File: src/rtl/xlat_buf_pkg.sv
// Shared constants and types for the translation buffer.
// Assumes 32-bit virtual addresses and 4 KB pages unless overridden at the top.
package xlat_buf_pkg;
    localparam int VA_BITS_D   = 32;
    localparam int PAGE_BITS_D = 12;
    localparam int SET_BITS_D  = 4;
    localparam int WAYS_D      = 4;
    localparam int PPN_BITS_D  = 20;

    // Per-entry attribute bits kept beside each translation.
    typedef struct packed {
        logic keep;    // survives context flush
        logic priv;    // privileged-only
        logic wr_ok;   // writable
        logic dirty;   // dirty already recorded in memory
    } xb_attr_t;

    // Lookup verdict, one-hot encoded for easy checking.
    typedef enum logic [2:0] {
        XB_IDLE  = 3'b000,
        XB_HIT   = 3'b001,
        XB_MISS  = 3'b010,
        XB_FAULT = 3'b100
    } xb_verdict_e;
endpackage

File: src/rtl/xb_way_cmp.sv
// Compares one key tag against every way of a set row.
// Assumes the row never holds the same valid tag twice (the fill path
// rewrites an existing way), so at most one way matches.
module xb_way_cmp #(
    parameter int WAYS  = 4,
    parameter int TAG_W = 16,
    localparam int WAY_W = (WAYS > 1) ? $clog2(WAYS) : 1
) (
    input  logic                         clk,
    input  logic                         rst_n,
    input  logic [WAYS-1:0]              row_valid,
    input  logic [WAYS-1:0][TAG_W-1:0]   row_tag,
    input  logic [TAG_W-1:0]             key_tag,
    output logic [WAYS-1:0]              match,
    output logic                         any_match,
    output logic [WAY_W-1:0]             match_idx
);
    // Per-way equality against the key.
    for (genvar w = 0; w < WAYS; w++) begin : g_way
        assign match[w] = row_valid[w] && (row_tag[w] == key_tag);
    end

    // Encode the matching way into an index.
    always_comb begin
        any_match = 1'b0;
        match_idx = '0;
        for (int w = 0; w < WAYS; w++) begin
            if (match[w]) begin
                any_match = 1'b1;
                match_idx = WAY_W'(w);
            end
        end
    end

    // no duplicate tags may ever exist in a set.
    p_single_match_r7: assert property (@(posedge clk) disable iff (!rst_n)
        $onehot0(match));
endmodule

File: src/rtl/xb_victim_pick.sv
// Chooses the way a fill writes into.
// Order: the way that already holds the tag, then the lowest invalid way,
// then the set's round-robin pointer. Reports whether the pointer was used.
module xb_victim_pick #(
    parameter int WAYS = 4,
    localparam int WAY_W = (WAYS > 1) ? $clog2(WAYS) : 1
) (
    input  logic [WAYS-1:0]  row_valid,
    input  logic             tag_present,
    input  logic [WAY_W-1:0] tag_way,
    input  logic [WAY_W-1:0] rr_ptr,
    output logic [WAY_W-1:0] pick_way,
    output logic             pick_by_rr
);
    logic             have_free;
    logic [WAY_W-1:0] free_way;

    // Find the lowest-numbered invalid way.
    always_comb begin
        have_free = 1'b0;
        free_way  = '0;
        for (int w = WAYS - 1; w >= 0; w--) begin
            if (!row_valid[w]) begin
                have_free = 1'b1;
                free_way  = WAY_W'(w);
            end
        end
    end

    // Apply the priority order for the destination way.
    always_comb begin
        pick_by_rr = 1'b0;
        if (tag_present) begin
            pick_way = tag_way;
        end else if (have_free) begin
            pick_way = free_way;
        end else begin
            pick_way   = rr_ptr;
            pick_by_rr = 1'b1;
        end
    end
endmodule

File: src/rtl/xb_perm_chk.sv
// Turns a tag match plus entry attributes into a hit / miss / fault verdict.
// Privilege and write-protection faults outrank the dirty-not-recorded miss.
module xb_perm_chk
    import xlat_buf_pkg::*;
(
    input  logic        clk,
    input  logic        rst_n,
    input  logic        req,
    input  logic        is_write,
    input  logic        is_user,
    input  logic        matched,
    input  xb_attr_t    attr,
    output xb_verdict_e verdict
);
    logic priv_bad;
    logic wr_bad;
    logic clean_wr;

    // Classify the access against the matched entry.
    always_comb begin
        priv_bad = is_user && attr.priv;
        wr_bad   = is_write && !attr.wr_ok;
        clean_wr = is_write && !attr.dirty;
        if (!req)                      verdict = XB_IDLE;
        else if (!matched)             verdict = XB_MISS;
        else if (priv_bad || wr_bad)   verdict = XB_FAULT;
        else if (clean_wr)             verdict = XB_MISS;
        else                           verdict = XB_HIT;
    end

    // exactly one outcome while requested, none when idle.
    p_one_outcome_r11: assert property (@(posedge clk) disable iff (!rst_n)
        req |-> $countones(verdict) == 1);
    p_idle_quiet_r11: assert property (@(posedge clk) disable iff (!rst_n)
        !req |-> verdict == XB_IDLE);
    // a write never hits a clean entry.
    p_clean_write_r5: assert property (@(posedge clk) disable iff (!rst_n)
        (req && matched && is_write && !attr.dirty) |-> verdict != XB_HIT);
endmodule

File: src/rtl/xlat_buf_top.sv
// Set-associative translation buffer: combinational lookup, edge-triggered
// fill, per-set round-robin replacement, context and full flushes.
// Assumes the page walker only fills after a reported miss or fault and
// holds fill inputs stable for the cycle fl_en is high.
module xlat_buf_top
    import xlat_buf_pkg::*;
#(
    parameter int VA_BITS   = VA_BITS_D,
    parameter int PAGE_BITS = PAGE_BITS_D,
    parameter int SET_BITS  = SET_BITS_D,
    parameter int WAYS      = WAYS_D,
    parameter int PPN_BITS  = PPN_BITS_D,
    localparam int VPN_W = VA_BITS - PAGE_BITS,
    localparam int TAG_W = VPN_W - SET_BITS,
    localparam int SETS  = 1 << SET_BITS,
    localparam int WAY_W = (WAYS > 1) ? $clog2(WAYS) : 1,
    localparam int PA_W  = PPN_BITS + PAGE_BITS
) (
    input  logic               clk,
    input  logic               rst_n,
    input  logic               lk_req,
    input  logic [VA_BITS-1:0] lk_va,
    input  logic               lk_write,
    input  logic               lk_user,
    output logic               lk_hit,
    output logic               lk_miss,
    output logic               lk_fault,
    output logic [PA_W-1:0]    lk_pa,
    input  logic               fl_en,
    input  logic [VPN_W-1:0]   fl_vpn,
    input  logic [PPN_BITS-1:0] fl_ppn,
    input  logic               fl_keep,
    input  logic               fl_priv,
    input  logic               fl_wr_ok,
    input  logic               fl_dirty,
    input  logic               flush_ctx,
    input  logic               flush_all
);
    // Storage.
    logic [SETS-1:0][WAYS-1:0]             valid_q;
    logic [SETS-1:0][WAYS-1:0]             keep_q;
    logic [SETS-1:0][WAYS-1:0][TAG_W-1:0]  tag_q;
    logic [PPN_BITS-1:0]                   ppn_q  [SETS][WAYS];
    xb_attr_t                              attr_q [SETS][WAYS];
    logic [SETS-1:0][WAY_W-1:0]            rr_q;

    // Lookup address fields.
    logic [PAGE_BITS-1:0] lk_off;
    logic [SET_BITS-1:0]  lk_set;
    logic [TAG_W-1:0]     lk_tag;
    assign lk_off = lk_va[PAGE_BITS-1:0];
    assign lk_set = lk_va[PAGE_BITS +: SET_BITS];
    assign lk_tag = lk_va[VA_BITS-1 -: TAG_W];

    // Fill address fields.
    logic [SET_BITS-1:0] fl_set;
    logic [TAG_W-1:0]    fl_tag;
    assign fl_set = fl_vpn[SET_BITS-1:0];
    assign fl_tag = fl_vpn[VPN_W-1 -: TAG_W];

    // Lookup tag compare on the indexed set.
    logic [WAYS-1:0]  lk_match;
    logic             lk_any;
    logic [WAY_W-1:0] lk_way;
    xb_way_cmp #(.WAYS(WAYS), .TAG_W(TAG_W)) u_lk_cmp (
        .clk(clk), .rst_n(rst_n),
        .row_valid(valid_q[lk_set]), .row_tag(tag_q[lk_set]), .key_tag(lk_tag),
        .match(lk_match), .any_match(lk_any), .match_idx(lk_way)
    );

    // Fill tag compare, to rewrite an existing way instead of duplicating.
    logic [WAYS-1:0]  fl_match;
    logic             fl_any;
    logic [WAY_W-1:0] fl_hit_way;
    xb_way_cmp #(.WAYS(WAYS), .TAG_W(TAG_W)) u_fl_cmp (
        .clk(clk), .rst_n(rst_n),
        .row_valid(valid_q[fl_set]), .row_tag(tag_q[fl_set]), .key_tag(fl_tag),
        .match(fl_match), .any_match(fl_any), .match_idx(fl_hit_way)
    );

    // Destination way for the fill.
    logic [WAY_W-1:0] fl_way;
    logic             fl_by_rr;
    xb_victim_pick #(.WAYS(WAYS)) u_pick (
        .row_valid(valid_q[fl_set]), .tag_present(fl_any), .tag_way(fl_hit_way),
        .rr_ptr(rr_q[fl_set]), .pick_way(fl_way), .pick_by_rr(fl_by_rr)
    );

    // Permission and dirty checks on the matched entry.
    xb_attr_t    lk_attr;
    xb_verdict_e lk_verdict;
    assign lk_attr = attr_q[lk_set][lk_way];
    xb_perm_chk u_perm (
        .clk(clk), .rst_n(rst_n),
        .req(lk_req), .is_write(lk_write), .is_user(lk_user),
        .matched(lk_any), .attr(lk_attr), .verdict(lk_verdict)
    );

    // Drive lookup outputs; address is zero unless translating.
    always_comb begin
        lk_hit   = (lk_verdict == XB_HIT);
        lk_miss  = (lk_verdict == XB_MISS);
        lk_fault = (lk_verdict == XB_FAULT);
        lk_pa    = lk_hit ? {ppn_q[lk_set][lk_way], lk_off} : '0;
    end

    // Next pointer value after a round-robin eviction.
    logic [WAY_W-1:0] rr_next;
    assign rr_next = (rr_q[fl_set] == WAY_W'(WAYS - 1)) ? '0 : rr_q[fl_set] + 1'b1;

    // Valid bits and replacement pointers: flush first, then the fill.
    always_ff @(posedge clk) begin
        if (!rst_n) begin
            valid_q <= '0;
            rr_q    <= '0;
        end else begin
            if (flush_all)      valid_q <= '0;
            else if (flush_ctx) valid_q <= valid_q & keep_q;
            if (fl_en) begin
                valid_q[fl_set][fl_way] <= 1'b1;
                if (fl_by_rr) rr_q[fl_set] <= rr_next;
            end
        end
    end

    // Entry payload written on fill; not reset, qualified by valid.
    always_ff @(posedge clk) begin
        if (fl_en) begin
            tag_q[fl_set][fl_way]  <= fl_tag;
            keep_q[fl_set][fl_way] <= fl_keep;
            ppn_q[fl_set][fl_way]  <= fl_ppn;
            attr_q[fl_set][fl_way] <= '{keep: fl_keep, priv: fl_priv,
                                        wr_ok: fl_wr_ok, dirty: fl_dirty};
        end
    end

    // full flush without a fill leaves nothing valid.
    p_flush_all_r9: assert property (@(posedge clk) disable iff (!rst_n)
        (flush_all && !fl_en) |=> valid_q == '0);
    // context flush leaves only surviving entries.
    p_flush_ctx_r8: assert property (@(posedge clk) disable iff (!rst_n)
        (flush_ctx && !fl_en) |=> (valid_q & ~keep_q) == '0);
    // a fill is valid after the edge even with a flush.
    p_fill_lands_r10: assert property (@(posedge clk) disable iff (!rst_n)
        fl_en |=> valid_q[$past(fl_set)][$past(fl_way)]);
    // replacement pointers move only on a fill.
    p_rr_quiet_r6: assert property (@(posedge clk) disable iff (!rst_n)
        !fl_en |=> $stable(rr_q));
    // a hit keeps the page offset untouched.
    p_offset_pass_r1: assert property (@(posedge clk) disable iff (!rst_n)
        lk_hit |-> lk_pa[PAGE_BITS-1:0] == lk_va[PAGE_BITS-1:0]);
endmodule

File: config.mk
export PLATFORM = sky130hd
export DESIGN_NAME = xlat_buf_top
export DESIGN_NICKNAME = d
export VERILOG_FILES = /design/src/rtl/xlat_buf_pkg.sv /design/src/rtl/xb_way_cmp.sv /design/src/rtl/xb_victim_pick.sv /design/src/rtl/xb_perm_chk.sv /design/src/rtl/xlat_buf_top.sv
export SDC_FILE = /design/constraint.sdc
export NUM_CORES = 2
export LEC_CHECK = 0
export ABC_CLOCK_PERIOD_IN_PS = 7800
export BUFFER_PORTS_ARGS = -buffer_cell sky130_fd_sc_hd__buf_2
export CAP_MARGIN = 20
export CORE_MARGIN = 2
export CORE_UTILIZATION = 35
export DETAILED_ROUTE_END_ITERATION = 10
export SLEW_MARGIN = 20
export SYNTH_ARGS = -nofsm -noshare
export SYNTH_HDL_FRONTEND = slang
export SYNTH_HIERARCHICAL = 1
export SYNTH_SLANG_ARGS = --single-unit
File: constraint.sdc
create_clock -name clk -period 7.8 [get_ports clk]
set_clock_uncertainty 0.2 [all_clocks]
set_input_delay 0.39 -clock clk [delete_from_list [all_inputs] [get_ports clk]]
set_output_delay 0.39 -clock clk [all_outputs]
set_load 0.05 [all_outputs]
---- Word level (Yosys, flattened, before mapping) ----
Memories as Yosys holds them, arrays and structs flattened.
Index checks and enable logic that the tools add are counted.
word-level totals
  bits in writable memories ............... 1536
  memories ................................ 2
  register bits ........................... 1184
memories
  memory  words  width  rd ports  clocked after Yosys merged registers in  wr ports  RTL line            RTL
  ppn_q   16     80     1         0                                        1         xlat_buf_top.sv:43  logic [PPN_BITS-1:0] ppn_q [SETS][WAYS];
  attr_q  16     16     1         0                                        1         xlat_buf_top.sv:44  xb_attr_t attr_q [SETS][WAYS];
operators by class
  eq/ne operators ......................... 12
  muxes and demuxes ....................... 72
  reduce and logical (&&, ||, !) cells .... 18
  $lt $le $gt $ge ......................... 8
  add/sub/neg operators ................... 1
  bitwise gates (word level) .............. 4
operators by type and width
  kind                                                        number
  bitwise mux 1024 bit                                        1
  binary-select mux 64 bit (select 4 bit)                     2
  2-to-1 mux 64 bit                                           7
  demux 64 bit (select 4 bit)                                 1
  == test 16 bit                                              8
  2-to-1 mux 80 bit                                           1
  AND 64 bit                                                  1
  bitwise mux 64 bit                                          1
  bitwise OR 64 bit                                           1
  2-to-1 mux 20 bit                                           3
  binary-select mux 20 bit (select 2 bit)                     1
  demux 20 bit (select 2 bit)                                 1
  binary-select mux 4 bit (select 4 bit)                      2
  bitwise mux 32 bit                                          1
  demux 16 bit (select 2 bit)                                 1
  2-to-1 mux 16 bit                                           2
  2-to-1 mux 32 bit                                           1
  2-to-1 mux 2 bit                                            14
  2-to-1 mux 1 bit                                            18
  demux 4 bit (select 4 bit)                                  1
  2-to-1 mux 4 bit                                            4
  2-to-1 mux 3 bit                                            5
  logical AND 1 bit                                           14
  less-than comparator 4 x 5 -> 1 bit, second input constant  2
  19 further kinds                                            22

---- Longest topological paths before layout ----
  depth after elaboration ................. 19
  depth in mapped cells ................... 29
  mapped depth without buffers ............ 21

---- Modules after synthesis ----
Netlist, hierarchy kept.
by module, submodules not included
  module          area an instance (um^2)  sequential area each (um^2)  cells an instance  instances
  xlat_buf_top    112218.9                 80717.4                      5031               1
  xb_way_cmp      812.0                    0.0                          98                 2
  xb_perm_chk     70.1                     0.0                          9                  1
  xb_victim_pick  61.3                     0.0                          10                 1

---- Worst setup path after synthesis ----
OpenSTA, ideal clock, no wires.
  kind .................................... input port to output port
  start point ............................. in lk_va[12]
  end point ............................... out lk_pa[24]
  arrival time ............................ 7557 ps
  required time ........................... 7210 ps
  stages .................................. 23
  path slack .............................. -347 ps
  buffers on the path ..................... 10
  cell sequence ........................... buf_2 -> buf_4 -> buf_2 -> buf_2 -> mux4_2 -> mux4_2 -> xor2_1 -> nor4_1 -> nand4_1 -> nor4_4 -> o21bai_1 -> clkbuf_1 -> clkbuf_1 -> clkbuf_1 -> clkbuf_1 -> nand2_1 -> a21oi_1 -> inv_1 -> a2111oi_2 -> or3b_2 -> clkbuf_1 -> clkbuf_1 -> nor4_1
RTL lines
  item         RTL line            RTL
  from (decl)  xlat_buf_top.sv:22  input logic [VA_BITS-1:0] lk_va,
  to (decl)    xlat_buf_top.sv:28  output logic [PA_W-1:0] lk_pa,

==> impl_metrics.yaml <==
floorplan:
  chipHeight_um: 568.6
  starting_density_of_the_core: 0.3514
  fp.dieArea_sq_um: 323300
  coreArea_sq_um: 317500
  core.rowCount: 207
  ioPinCount: 119
  chipWidth_um: 568.6
job:
  max_cap_viol_count: 0
timing:
  layout_worst_path_cycle_share: 0.9642
  post_route_minimum_period_ps: 7521
  report.final.setup_viol: 0
  timing.fmax_mhz: 133.0
  fin_worst_hold_slack_ps: 27.26
  grt_setup_unrepaired: "no"
  worstMarginPinSlew_ps: 1226
  final-hold-violation-count: 0
  final_max_slew_viol_count: 0
  slew_headroom: 0.1615
power_and_ir_drop:
  power_switching_uw: 6587
  power-per-cell-area_nw_per_um2: 235.1
  max-vdd-ir-drop_mv: 0.1970
  leakagePower_uw: 0.03974
  power.combinational.fraction: 0.062
  internal-power_uw: 23640
  power.share.switching: 0.2179
  clock_power_share: 0.419
  seqPwrFrac: 0.519
worst_hold_path:
  min_delay_worst_endpoint: "ppn_q[6][55]$_DFFE_PP_"
  min_from: "fl_ppn[15]"
  min-delay-path-class: "in2reg"
  min_delay_path_depth: 2
critical_path:
  critical-path-max-stage-delay_ps: 510
  path_delay_family: "simple AND/OR/NAND/NOR gates"
  critPathArrivalTime_ps: 6930
  worst-r2r-setup-slack_ps: 1810
  reg2regPathDepth: 14
  worst_path_max_delay_cell: "sky130_fd_sc_hd__mux4_2"
  critPathMostFrequentCell: "sky130_fd_sc_hd__buf_4"
  criticalPathCategory: "reg2out"
  worstPathCellList: "mux4_2 > mux4_2 > xnor2_1 > nand4_1 > nor4_2 > buf_4 > nand3_2 > o21bai_4 > buf_12 > buf_4 > inv_2 > nor2_1 > a22oi_1 > nand3_1 > nor2b_2 > a2111oi_2 > or3b_2 > inv_2 > nand2b_1 > a21oi_1 > o21ai_0 > o22ai_1 > buf_4 > buf_12"
  worst-path-buf-inv: 7
  r2r_end: "tag_q[953]$_DFFE_PP_"
  crit_path_end_kind: "primary output"
  worst_path_maximum_fanout: 11
  timing.critical_path.from: "tag_q[213]$_DFFE_PP_"
  r2r_start: "tag_q[213]$_DFFE_PP_"
  crit_required_ps: 7210
  critical_path.startpoint_type: "flop"
global_routing:
  globalRouteOverflowTotal: 0
  groute.usage.overall: 0.1925
  grt_max_degree: 100
  first_global_vias: 58260
  grt_first_pass_wirelength_mm: 444.5
  antenna_violations_before_repair: 17
clock_tree:
  clock_tree.buffer_depth: 4
  clock_latency_ps: 850
  worst_setup_hold_path_clk_slew_ps: 60
  clock_tree_from_tritoncts: "yes"
  number_of_buffers_inserted_during_clock_tree_synthesis: 277
  clkSinkCount: 2656
  clock_tree.htree_level_count: 5
  cts_root_buf: "sky130_fd_sc_hd__clkbuf_16"
detailed_routing:
  via_count: 57590
  postRouteWirelength_mm: 317.4
  route.detailed.vias_per_inst: 5.793
  firstDrtPassIters: 6
  route.detailed.wl_per_inst_um: 31.93
  detail_route.drc_violations: 0
  count_of_antenna_violating_nets_left_after_detailed_routing: 0
  drtIter0Drc: 7054
logic_synthesis:
  synthCells: 5151
  net_count_synth: 5236
  synth.cell_area_sq_um: 111600
  synth_warnings: 6
  synth_area_per_cell_sq_um: 21.66
finish:
  drive_above_1_share: 0.3558
  final_cells: 9941
  final_area_sq_um: 128600
  area_growth_syn_to_layout_pct: 15.22
  nets: 5650
  layout.filler_cells: 27730
placement:
  place_congestion: 0.8419
  hpwl_mm: 185.9
  placedCellCount: 9439
  post_dp_cell_area_sq_um: 119800
  place.port_buffers: 118
outcome:
  run_status: "finished, final reports clean"
## layout by cell type (no fill, tap or decap), types with 23 or more instances in the layout
master                             n
sky130_fd_sc_hd__edfxtp_1       2560
sky130_fd_sc_hd__mux4_2         1054
sky130_fd_sc_hd__buf_4           316
sky130_fd_sc_hd__clkbuf_16       285
sky130_fd_sc_hd__mux2i_1         133
sky130_fd_sc_hd__nor2b_1         109
sky130_fd_sc_hd__xnor2_1         104
sky130_fd_sc_hd__dfxtp_1          96
sky130_fd_sc_hd__buf_2            86
sky130_fd_sc_hd__nor2_2           82
sky130_fd_sc_hd__nand2_1          73
sky130_fd_sc_hd__clkbuf_1         70
sky130_fd_sc_hd__nor3b_1          67
sky130_fd_sc_hd__o21a_1           64
sky130_fd_sc_hd__a22oi_1          55
sky130_fd_sc_hd__buf_12           51
sky130_fd_sc_hd__nand3_1          48
sky130_fd_sc_hd__nor2_4           47
sky130_fd_sc_hd__clkinv_1         45
sky130_fd_sc_hd__a21oi_1          40
sky130_fd_sc_hd__clkinv_2         35
sky130_fd_sc_hd__nand4_1          27
sky130_fd_sc_hd__nor2_1           24
sky130_fd_sc_hd__xor2_1           24
sky130_fd_sc_hd__dlygate4sd3_1    23
## metrics by stage
| stage | total power [uW] | utilization | setup TNS [ps] | setup WS, ps |
|---|---|---|---|---|
| 3_3_place_gp | 17850 | 0.3769 | -545.1 | -362.5 |
| 3_5_place_dp | 17870 | 0.3772 | -336.7 | -254.5 |
| 4_1_cts | 30440 | 0.4045 | 0 | 18.01 |
| 6_report | 30230 | 0.4048 | 0 | 279.4 |
| 2_1_floorplan | 17070 | - | -143.9 | -71.95 |
| 5_1_grt | 31030 | 0.4048 | 0 | 66.71 |
## worst max-delay path by stage
stage	slack (ps)	to	cells after the start
6_report	280	lk_pa[27]	24
5_1_grt	70	lk_pa[30]	28
4_1_cts	20	lk_pa[30]	23
3_5_place_dp	-250	lk_pa[30]	26
3_3_place_gp	-360	lk_pa[30]	25
2_1_floorplan	-70	lk_pa[21]	25
## timing repair
action                                  CTS  global route
gates resized for setup                   3             0
endpoints found under the hold margin   488           192
pin swaps                                 1             1
buffers inserted                          0             2
hold buffers                             20             3
endpoints found under the setup margin    3             3
## layout make-up
cell class,instances,area (sq um),area share
Multi-Input combinational cell,2138,31810,0.2475
Inverter,6,22.52,0.0001752
Sequential cell,2656,78800,0.6129
Antenna cell,2,5.005,0.00003893
Clock buffer,357,7422,0.05774
Clock inverter,116,1027,0.007991
Tap cell,4180,5230,0.04068
Timing Repair Buffer,486,4238,0.03297
## routing by layer
metal | global-route usage | part of all wire | up-vias
li1 | - | - | 22810
met2 | 0.3105 | 0.48 | 2840
met3 | 0.03698 | 0.087 | 528
met1 | 0.2647 | 0.40 | 31410
met4 | 0.05801 | 0.031 | 8
met5 | 0 | 0.00014 | -
## power by group through the flow
stage               Sequential [uW]  Clock (uW)  Combinational [uW]
finish                        15700       12700                1890
global route                  15700       13400                1980
CTS                           15700       12900                1900
detailed placement            16000           0                1880
global placement              16000           0                1870
floorplan                     16000           0                1080
## worst register-to-register path, delay by kind of cell, from the launching register on
kind,cells,cell delay [ps]
and+or+nand+nor,6,2370
muxes,2,1000
buffers and inverters,4,960
AOI/OAI and AO/OA,1,550
DFF,1,400
xor gates and xnor gates,1,160
## sequential cells by signal (all words and copies together), names as in the netlist
signal	flops
rr_q	32
tag_q	1024
attr_q	192
keep_q	64
ppn_q	1280
valid_q	64
Note: power is estimated with default switching activity, not from simulation.
